<file path="src/rtl/blit_pkg.sv">
package blit_pkg;

    localparam int unsigned BLIT_AW       = 22;
    localparam int unsigned REG_AW        = 6;
    localparam int unsigned DIM_W         = 16;
    localparam int unsigned DATA_W        = 8;
    localparam int unsigned PAT_LOG2      = 3;
    localparam int unsigned CTRL_W        = 10;

    localparam logic [REG_AW-1:0] OFF_PITCH = 6'h00;
    localparam logic [REG_AW-1:0] OFF_CTRL  = 6'h10;
    localparam logic [REG_AW-1:0] OFF_PAT   = 6'h14;
    localparam logic [REG_AW-1:0] OFF_SRC   = 6'h18;
    localparam logic [REG_AW-1:0] OFF_DST   = 6'h1C;
    localparam logic [REG_AW-1:0] OFF_SIZE  = 6'h20;

    localparam logic [7:0] ROP_PAT_COPY = 8'hF0;
    localparam logic [7:0] ROP_SRC_COPY = 8'hCC;

    localparam int unsigned CTRL_REVX_BIT = 8;
    localparam int unsigned CTRL_REVY_BIT = 9;

    typedef enum logic [1:0] {
        SEQ_IDLE,
        SEQ_FETCH,
        SEQ_STORE
    } seq_state_e;

    typedef struct packed {
        logic [BLIT_AW-1:0] src_base;
        logic [BLIT_AW-1:0] pat_base;
        logic [BLIT_AW-1:0] dst_base;
        logic [DIM_W-1:0]   src_pitch;
        logic [DIM_W-1:0]   dst_pitch;
        logic [DIM_W-1:0]   width;
        logic [DIM_W-1:0]   height;
        logic [7:0]         rop;
        logic               rev_x;
        logic               rev_y;
    } blit_cfg_t;

    function automatic logic [2*PAT_LOG2-1:0] pat_offset(
        input logic [PAT_LOG2-1:0] row,
        input logic [PAT_LOG2-1:0] col
    );
        return {row, col};
    endfunction

endpackage

</file>
<file path="src/rtl/blit_regs.sv">
module blit_regs
    import blit_pkg::*;
(
    input  logic              clk,
    input  logic              rst,
    input  logic              reg_we,
    input  logic [REG_AW-1:0] reg_addr,
    input  logic [31:0]       reg_wdata,
    input  logic              busy,
    output blit_cfg_t         cfg,
    output logic              start,
    output logic [31:0]       reg_rdata
);

    logic [31:0]        pitch_q;
    logic [31:0]        size_q;
    logic [BLIT_AW-1:0] pat_q;
    logic [BLIT_AW-1:0] src_q;
    logic [BLIT_AW-1:0] dst_q;
    logic [CTRL_W-1:0]  ctrl_q;
    logic               size_wr;

    assign size_wr = reg_we && (reg_addr == OFF_SIZE) && !busy;
    assign start   = size_wr && (|reg_wdata[2*DIM_W-1:DIM_W]) && (|reg_wdata[DIM_W-1:0]);

    always_ff @(posedge clk) begin
        if (rst) begin
            pitch_q <= '0;
            size_q  <= '0;
            pat_q   <= '0;
            src_q   <= '0;
            dst_q   <= '0;
            ctrl_q  <= '0;
        end else if (reg_we) begin
            unique case (reg_addr)
                OFF_PITCH: pitch_q <= reg_wdata;
                OFF_CTRL:  ctrl_q  <= reg_wdata[CTRL_W-1:0];
                OFF_PAT:   pat_q   <= {reg_wdata[BLIT_AW-1:PAT_LOG2], {PAT_LOG2{1'b0}}};
                OFF_SRC:   src_q   <= reg_wdata[BLIT_AW-1:0];
                OFF_DST:   dst_q   <= reg_wdata[BLIT_AW-1:0];
                OFF_SIZE:  if (!busy) size_q <= reg_wdata;
                default:   ;
            endcase
        end
    end

    always_comb begin
        cfg.src_base  = src_q;
        cfg.pat_base  = pat_q;
        cfg.dst_base  = dst_q;
        cfg.src_pitch = pitch_q[2*DIM_W-1:DIM_W];
        cfg.dst_pitch = pitch_q[DIM_W-1:0];
        cfg.width     = size_wr ? reg_wdata[DIM_W-1:0] : size_q[DIM_W-1:0];
        cfg.height    = size_wr ? reg_wdata[2*DIM_W-1:DIM_W] : size_q[2*DIM_W-1:DIM_W];
        cfg.rop       = ctrl_q[7:0];
        cfg.rev_x     = ctrl_q[CTRL_REVX_BIT];
        cfg.rev_y     = ctrl_q[CTRL_REVY_BIT];
    end

    always_comb begin
        unique case (reg_addr)
            OFF_PITCH: reg_rdata = pitch_q;
            OFF_CTRL:  reg_rdata = {busy, {(31-CTRL_W){1'b0}}, ctrl_q};
            OFF_PAT:   reg_rdata = 32'(pat_q);
            OFF_SRC:   reg_rdata = 32'(src_q);
            OFF_DST:   reg_rdata = 32'(dst_q);
            OFF_SIZE:  reg_rdata = size_q;
            default:   reg_rdata = '0;
        endcase
    end

endmodule

</file>
<file path="src/rtl/blit_line_ptr.sv">
module blit_line_ptr
    import blit_pkg::*;
(
    input  logic               clk,
    input  logic               rst,
    input  logic               load,
    input  logic               advance,
    input  logic [BLIT_AW-1:0] base,
    input  logic [DIM_W-1:0]   pitch,
    input  logic [DIM_W-1:0]   height,
    input  logic               rev,
    output logic [BLIT_AW-1:0] ptr
);

    logic [BLIT_AW-1:0] pitch_l;
    logic               rev_l;
    logic [BLIT_AW-1:0] span;

    assign span = BLIT_AW'(height - DIM_W'(1)) * BLIT_AW'(pitch);

    always_ff @(posedge clk) begin
        if (rst) begin
            ptr     <= '0;
            pitch_l <= '0;
            rev_l   <= 1'b0;
        end else if (load) begin
            ptr     <= rev ? (base + span) : base;
            pitch_l <= BLIT_AW'(pitch);
            rev_l   <= rev;
        end else if (advance) begin
            ptr     <= rev_l ? (ptr - pitch_l) : (ptr + pitch_l);
        end
    end

endmodule

</file>
<file path="src/rtl/blit_walker.sv">
module blit_walker
    import blit_pkg::*;
(
    input  logic               clk,
    input  logic               rst,
    input  logic               load,
    input  logic               step,
    input  logic [DIM_W-1:0]   width,
    input  logic [DIM_W-1:0]   height,
    input  logic               rev_x,
    input  logic               rev_y,
    input  logic [BLIT_AW-1:0] src_base,
    input  logic [BLIT_AW-1:0] dst_base,
    input  logic [BLIT_AW-1:0] pat_base,
    input  logic [DIM_W-1:0]   src_pitch,
    input  logic [DIM_W-1:0]   dst_pitch,
    output logic [BLIT_AW-1:0] src_addr,
    output logic [BLIT_AW-1:0] dst_addr,
    output logic [BLIT_AW-1:0] pat_addr,
    output logic               last
);

    localparam int unsigned NPTR = 2;

    logic [DIM_W-1:0]    w_l;
    logic                rev_x_l;
    logic                rev_y_l;
    logic [BLIT_AW-1:0]  pat_l;
    logic [DIM_W-1:0]    x_idx;
    logic [DIM_W-1:0]    x_left;
    logic [DIM_W-1:0]    y_left;
    logic [PAT_LOG2-1:0] y_ph;
    logic                line_step;

    logic [BLIT_AW-1:0]  base_v  [NPTR];
    logic [DIM_W-1:0]    pitch_v [NPTR];
    logic [BLIT_AW-1:0]  ptr_v   [NPTR];

    assign base_v[0]  = src_base;
    assign base_v[1]  = dst_base;
    assign pitch_v[0] = src_pitch;
    assign pitch_v[1] = dst_pitch;

    assign line_step = step && (x_left == '0);
    assign last      = (x_left == '0) && (y_left == '0);

    for (genvar g = 0; g < NPTR; g++) begin : g_line
        blit_line_ptr u_ptr (
            .clk     (clk),
            .rst     (rst),
            .load    (load),
            .advance (line_step),
            .base    (base_v[g]),
            .pitch   (pitch_v[g]),
            .height  (height),
            .rev     (rev_y),
            .ptr     (ptr_v[g])
        );
    end

    always_ff @(posedge clk) begin
        if (rst) begin
            w_l     <= '0;
            rev_x_l <= 1'b0;
            rev_y_l <= 1'b0;
            pat_l   <= '0;
            x_idx   <= '0;
            x_left  <= '0;
            y_left  <= '0;
            y_ph    <= '0;
        end else if (load) begin
            w_l     <= width;
            rev_x_l <= rev_x;
            rev_y_l <= rev_y;
            pat_l   <= pat_base;
            x_left  <= width - DIM_W'(1);
            x_idx   <= rev_x ? (width - DIM_W'(1)) : '0;
            y_left  <= height - DIM_W'(1);
            y_ph    <= rev_y ? PAT_LOG2'(height - DIM_W'(1)) : '0;
        end else if (step) begin
            if (x_left != '0) begin
                x_idx  <= rev_x_l ? (x_idx - DIM_W'(1)) : (x_idx + DIM_W'(1));
                x_left <= x_left - DIM_W'(1);
            end else begin
                x_left <= w_l - DIM_W'(1);
                x_idx  <= rev_x_l ? (w_l - DIM_W'(1)) : '0;
                y_left <= y_left - DIM_W'(1);
                y_ph   <= rev_y_l ? (y_ph - PAT_LOG2'(1)) : (y_ph + PAT_LOG2'(1));
            end
        end
    end

    assign src_addr = ptr_v[0] + BLIT_AW'(x_idx);
    assign dst_addr = ptr_v[1] + BLIT_AW'(x_idx);
    assign pat_addr = pat_l + BLIT_AW'(pat_offset(y_ph, x_idx[PAT_LOG2-1:0]));

    AST_X_WITHIN: assert property (@(posedge clk) disable iff (rst)
        step |-> (x_idx < w_l));

endmodule

</file>
<file path="src/rtl/blit_seq.sv">
module blit_seq
    import blit_pkg::*;
(
    input  logic clk,
    input  logic rst,
    input  logic start,
    input  logic src_sel,
    input  logic last,
    output logic busy,
    output logic load,
    output logic step,
    output logic fetch,
    output logic store,
    output logic use_src
);

    seq_state_e state;

    always_ff @(posedge clk) begin
        if (rst) begin
            state   <= SEQ_IDLE;
            use_src <= 1'b0;
        end else begin
            unique case (state)
                SEQ_IDLE: begin
                    if (start) begin
                        state   <= SEQ_FETCH;
                        use_src <= src_sel;
                    end
                end
                SEQ_FETCH: state <= SEQ_STORE;
                SEQ_STORE: state <= last ? SEQ_IDLE : SEQ_FETCH;
                default:   state <= SEQ_IDLE;
            endcase
        end
    end

    assign busy  = (state != SEQ_IDLE);
    assign load  = start;
    assign fetch = (state == SEQ_FETCH);
    assign store = (state == SEQ_STORE);
    assign step  = store;

    AST_STORE_AFTER_FETCH: assert property (@(posedge clk) disable iff (rst)
        (state == SEQ_STORE) |-> ($past(state) == SEQ_FETCH));

    AST_START_ONLY_IDLE: assert property (@(posedge clk) disable iff (rst)
        start |-> (state == SEQ_IDLE));

endmodule

</file>
<file path="src/rtl/blit_engine.sv">
module blit_engine
    import blit_pkg::*;
(
    input  logic               clk,
    input  logic               rst,
    input  logic               reg_we,
    input  logic [REG_AW-1:0]  reg_addr,
    input  logic [31:0]        reg_wdata,
    output logic [31:0]        reg_rdata,
    output logic               mem_req,
    output logic               mem_we,
    output logic [BLIT_AW-1:0] mem_addr,
    output logic [DATA_W-1:0]  mem_wdata,
    input  logic [DATA_W-1:0]  mem_rdata
);

    blit_cfg_t          cfg;
    logic               start;
    logic               busy;
    logic               load;
    logic               step;
    logic               fetch;
    logic               store;
    logic               use_src;
    logic               last;
    logic [BLIT_AW-1:0] src_addr;
    logic [BLIT_AW-1:0] dst_addr;
    logic [BLIT_AW-1:0] pat_addr;

    blit_regs u_regs (
        .clk       (clk),
        .rst       (rst),
        .reg_we    (reg_we),
        .reg_addr  (reg_addr),
        .reg_wdata (reg_wdata),
        .busy      (busy),
        .cfg       (cfg),
        .start     (start),
        .reg_rdata (reg_rdata)
    );

    blit_seq u_seq (
        .clk     (clk),
        .rst     (rst),
        .start   (start),
        .src_sel (cfg.rop == ROP_SRC_COPY),
        .last    (last),
        .busy    (busy),
        .load    (load),
        .step    (step),
        .fetch   (fetch),
        .store   (store),
        .use_src (use_src)
    );

    blit_walker u_walk (
        .clk       (clk),
        .rst       (rst),
        .load      (load),
        .step      (step),
        .width     (cfg.width),
        .height    (cfg.height),
        .rev_x     (cfg.rev_x),
        .rev_y     (cfg.rev_y),
        .src_base  (cfg.src_base),
        .dst_base  (cfg.dst_base),
        .pat_base  (cfg.pat_base),
        .src_pitch (cfg.src_pitch),
        .dst_pitch (cfg.dst_pitch),
        .src_addr  (src_addr),
        .dst_addr  (dst_addr),
        .pat_addr  (pat_addr),
        .last      (last)
    );

    assign mem_req   = fetch || store;
    assign mem_we    = store;
    assign mem_addr  = store ? dst_addr : (use_src ? src_addr : pat_addr);
    assign mem_wdata = store ? mem_rdata : '0;

    AST_ZERO_SIZE_IDLE: assert property (@(posedge clk) disable iff (rst)
        (reg_we && (reg_addr == OFF_SIZE) && !busy &&
         ((reg_wdata[2*DIM_W-1:DIM_W] == '0) || (reg_wdata[DIM_W-1:0] == '0))) |=> !busy);

    AST_NO_BACK_TO_BACK_WRITE: assert property (@(posedge clk) disable iff (rst)
        mem_we |=> !mem_we);

endmodule

</file>
<file path="config.mk">
export PLATFORM = sky130hd
export DESIGN_NAME = blit_engine
export DESIGN_NICKNAME = d
export VERILOG_FILES = /design/src/rtl/blit_pkg.sv /design/src/rtl/blit_regs.sv /design/src/rtl/blit_line_ptr.sv /design/src/rtl/blit_walker.sv /design/src/rtl/blit_seq.sv /design/src/rtl/blit_engine.sv
export SDC_FILE = /design/constraint.sdc
export NUM_CORES = 2
export LEC_CHECK = 0
export ABC_AREA = 1
export CAP_MARGIN = 25
export CORE_ASPECT_RATIO = 1.5
export CORE_MARGIN = 5
export CORE_UTILIZATION = 44
export CTS_BUF_LIST = sky130_fd_sc_hd__clkbuf_4 sky130_fd_sc_hd__clkbuf_8
export DETAILED_ROUTE_END_ITERATION = 12
export PLACE_DENSITY = 0.65
export SLEW_MARGIN = 10
export SYNTH_ARGS = -nofsm -noshare
export SYNTH_HDL_FRONTEND = slang
export SYNTH_SLANG_ARGS = --single-unit
</file>
<file path="constraint.sdc">
create_clock -name clk -period 19.8 [get_ports clk]
set_input_delay 4.95 -clock clk [delete_from_list [all_inputs] [get_ports clk]]
set_output_delay 4.95 -clock clk [all_outputs]
set_load 0.01 [all_outputs]
</file>
==> results.json <==
{
  "crit_end": "u_walk.g_line[0].u_ptr.ptr[19]",
  "dpl.hpwl_mm": 99.9,
  "clk_pin_slew_worst_paths_ns": 0.06,
  "fin_setup_tns_ns": 0,
  "p_seq_frac": 0.370,
  "status": "complete, no violations",
  "hold_viol_final": 0,
  "dp_cells": 5787,
  "max_stage_delay_ns": 0.61,
  "pin_count": 113,
  "yosys_warnings": 0,
  "clock-sinks": 304,
  "clock_path_buffers": 3,
  "final_cells": 5884,
  "cp_slowest_cell": "inv_1",
  "grt_start_max_net_pins": 96,
  "holdBufCountCts": 0,
  "synth_cell_types": 64,
  "peakVddDrop_v": 0.0000533,
  "rows": 126,
  "grt_pass1_wl_mm": 190,
  "reg2reg_to": "u_walk.g_line[0].u_ptr.ptr[19]",
  "min_period_ns": 13.63,
  "arrival_ns": 14.20,
  "root_buffer": "clkbuf_8",
  "crit_type": "in2reg",
  "nNetsFinal": 5461,
  "routed_wl_mm": 127,
  "combinationalPowerShare": 0.251,
  "intPower_mw": 1.12,
  "fin_crit_sh": 0.689,
  "max_clock_freq_mhz": 73.3,
  "drv_cap": 0,
  "dpl_cell_area_um2": 36600,
  "ys.flop_type": "dfxtp_1",
  "slew_violations": 0,
  "rsz0062_at_grt": "no",
  "critical_path_required_ns": 20.37,
  "leakagePower_nw": 18.1,
  "cts_buffers": 52,
  "drive_gt1_frac": 0.0490,
  "regToRegSetupSlack_ns": 10.18,
  "pre_cts_slack_ns": 5.62,
  "p_sw_frac": 0.352,
  "power_density_nw_per_um2": 45.9,
  "syn2layout_area_growth_pct": 9.02,
  "switchingPower_mw": 0.610,
  "dr.pass1.iters": 6,
  "start_util": 0.442,
  "fillerInstances": 8066,
  "die-height_um": 354,
  "drtIter0Drc": 2852,
  "whs_path_depth": 2,
  "worst_setup_path_end_kind": "flip-flop",
  "slew_headroom": 0.266,
  "whs_ns": 0.471,
  "synth_enable_flop_cells": 0,
  "vias": 33000,
  "gp_congestion": 0.987,
  "drcViolationCount": 0,
  "antenna_found_initial": 4,
  "grt_overflow": 0,
  "synth.net_count": 5455,
  "crit_fanout": 22,
  "die-area_um2": 84700,
  "io_buffer_count": 112,
  "worstSkewPairLatency_ns": 0.68,
  "final_cell_area_um2": 37800,
  "clockPowerShare": 0.379,
  "crit_path_start_kind": "primary input",
  "r2r_start": "u_seq.state[0]",
  "netlist_area_um2": 34700,
  "yosysTopAreaCell": "fa_1",
  "synthTopCellsByCount": "inv_1, nand2_1, nor2_1",
  "finalClockSkew_ns": 0.0490,
  "grt_pass1_vias": 32300,
  "ys_async_sr_fraction": 0,
  "ys_top_cells_by_area": "fa_1, dfxtp_1, inv_1, ha_1, nand2_1",
  "finalSetupViolations": 0,
  "post_cts_buffers": 0,
  "cpMostUsedCell": "inv_1",
  "synth.avg_cell_area_um2": 7.21,
  "h-tree-depth": 2,
  "yosysSeqAreaShare": 0.175,
  "setup_ws_ns": 6.17,
  "yosysMostFrequentCell": "inv_1",
  "cts_tree": "done",
  "synthCells": 4813,
  "core_area_um2": 78500,
  "post_drt_wl_per_cell_um": 21.6,
  "setup.worst_path.start": "reg_we",
  "cts-resized-gates": 0,
  "synth-seq-cells": 304,
  "final_util": 0.482,
  "tightest_slew_ns": 1.10,
  "gr-usage-all-layers": 0.291,
  "vias_per_cell": 5.61,
  "r2r_cells": 42,
  "min_path_type": "reg2reg",
  "synth_top_area_frac": 0.215,
  "total_power_mw": 1.73,
  "die_x_um": 239,
  "drtAntennaViolNets": 0
}
[critical path: cells and delay by family]
| kind | cells | cell delay [ns] |
|---|---|---|
| and+or+nand+nor | 12 | 1.74 |
| buffers and inverters | 12 | 2.12 |
| AOI/OAI and AO/OA | 7 | 1.60 |
| adders and majority gates | 8 | 3.62 |
| xor gates and xnor gates | 1 | 0.13 |
[power groups by stage]
stage	clock network (mW)	registers, mW	logic, mW
4_1_cts	0.664	0.641	0.429
3_5_place_dp	0	0.655	0.426
6_report	0.657	0.641	0.436
2_1_floorplan	0	0.644	0.291
3_3_place_gp	0	0.654	0.422
5_1_grt	0.685	0.642	0.479
[worst min path at each step]
stage                                 start  slack [ns]           endpoint
after floorplan              u_walk.w_l[15]        0.44     u_walk.w_l[15]
after global placement      u_walk.pat_l[3]        0.46    u_walk.pat_l[3]
after detailed placement     u_walk.w_l[15]        0.46     u_walk.w_l[15]
after CTS                    u_walk.w_l[15]        0.47     u_walk.w_l[15]
after global routing      u_walk.y_left[11]        0.50  u_walk.y_left[11]
final                        u_walk.w_l[15]        0.47     u_walk.w_l[15]
[cell families (layout without fill, tap and decap cells)]
family	after synthesis	count (layout)	share of synthesized area
muxes	1	1	0.000289
DFF	304	304	0.175
and+or+nand+nor	1449	1449	0.178
adders and majority gates	593	593	0.295
xor gates and xnor gates	172	172	0.0434
buffers and inverters	1189	1234	0.131
other	0	2	0
AOI/OAI and AO/OA	1105	1105	0.178
[sequential cells by signal (all words and copies together), names as in the netlist, 2 cells and up]
register,cells
u_regs.ctrl_q,10
u_regs.dst_q,22
u_regs.pat_q,19
u_regs.pitch_q,32
u_regs.size_q,32
u_regs.src_q,22
u_seq.state,2
u_walk.g_line.u_ptr.pitch_l,32
u_walk.g_line.u_ptr.ptr,44
u_walk.pat_l,19
u_walk.w_l,16
u_walk.x_idx,16
u_walk.x_left,16
u_walk.y_left,16
u_walk.y_ph,3
[routing by layer]
layer	vias to the layer above	wire [µm]	GRT usage
met5	-	27	0
met4	4	10600	0.192
met3	419	9390	0.0422
met2	1458	60300	0.494
met1	15800	46600	0.341
li1	15300	-	-
[placed cells by master, fill, tap and decap left out, types with 8 or more instances in the layout]
cell / Yosys / final
o22ai_1: 23 / 23
o211ai_1: 55 / 55
a22oi_1: 12 / 12
o31ai_1: 10 / 10
o21ai_1: 10 / 10
a221oi_1: 22 / 22
nor2_2: 8 / 11
clkbuf_8: 0 / 65
buf_4: 1 / 38
nor4_1: 16 / 15
nand4_1: 39 / 39
nor3_1: 34 / 33
clkbuf_4: 0 / 13
a31oi_1: 43 / 43
clkdlybuf4s50_1: 0 / 111
inv_2: 9 / 10
o221ai_1: 14 / 14
o21ai_0: 414 / 414
o21bai_1: 18 / 18
ha_1: 220 / 220
nand3_1: 126 / 125
inv_1: 969 / 967
xnor2_1: 47 / 47
dfxtp_1: 304 / 304
a21boi_0: 8 / 8
fa_1: 373 / 373
xor2_1: 125 / 125
nand3b_1: 11 / 11
or2_2: 17 / 17
a21oi_1: 439 / 439
nand2_1: 705 / 704
nand2_2: 18 / 19
nor2_1: 442 / 438
clkinv_2: 0 / 8
[layout make-up]
| type | instances | area [µm²] | area share |
|---|---|---|---|
| diodes | 2 | 5.00 | 0.000132 |
| repair buffers | 152 | 1440 | 0.0381 |
| inverters | 989 | 3730 | 0.0986 |
| flip-flops and latches | 304 | 6090 | 0.161 |
| clock inverters | 15 | 169 | 0.00447 |
| clock buffers | 78 | 992 | 0.0262 |
| multi-input cells | 3320 | 24100 | 0.638 |
| well taps | 1024 | 1280 | 0.0339 |
Power figures use the tool's default switching activity.
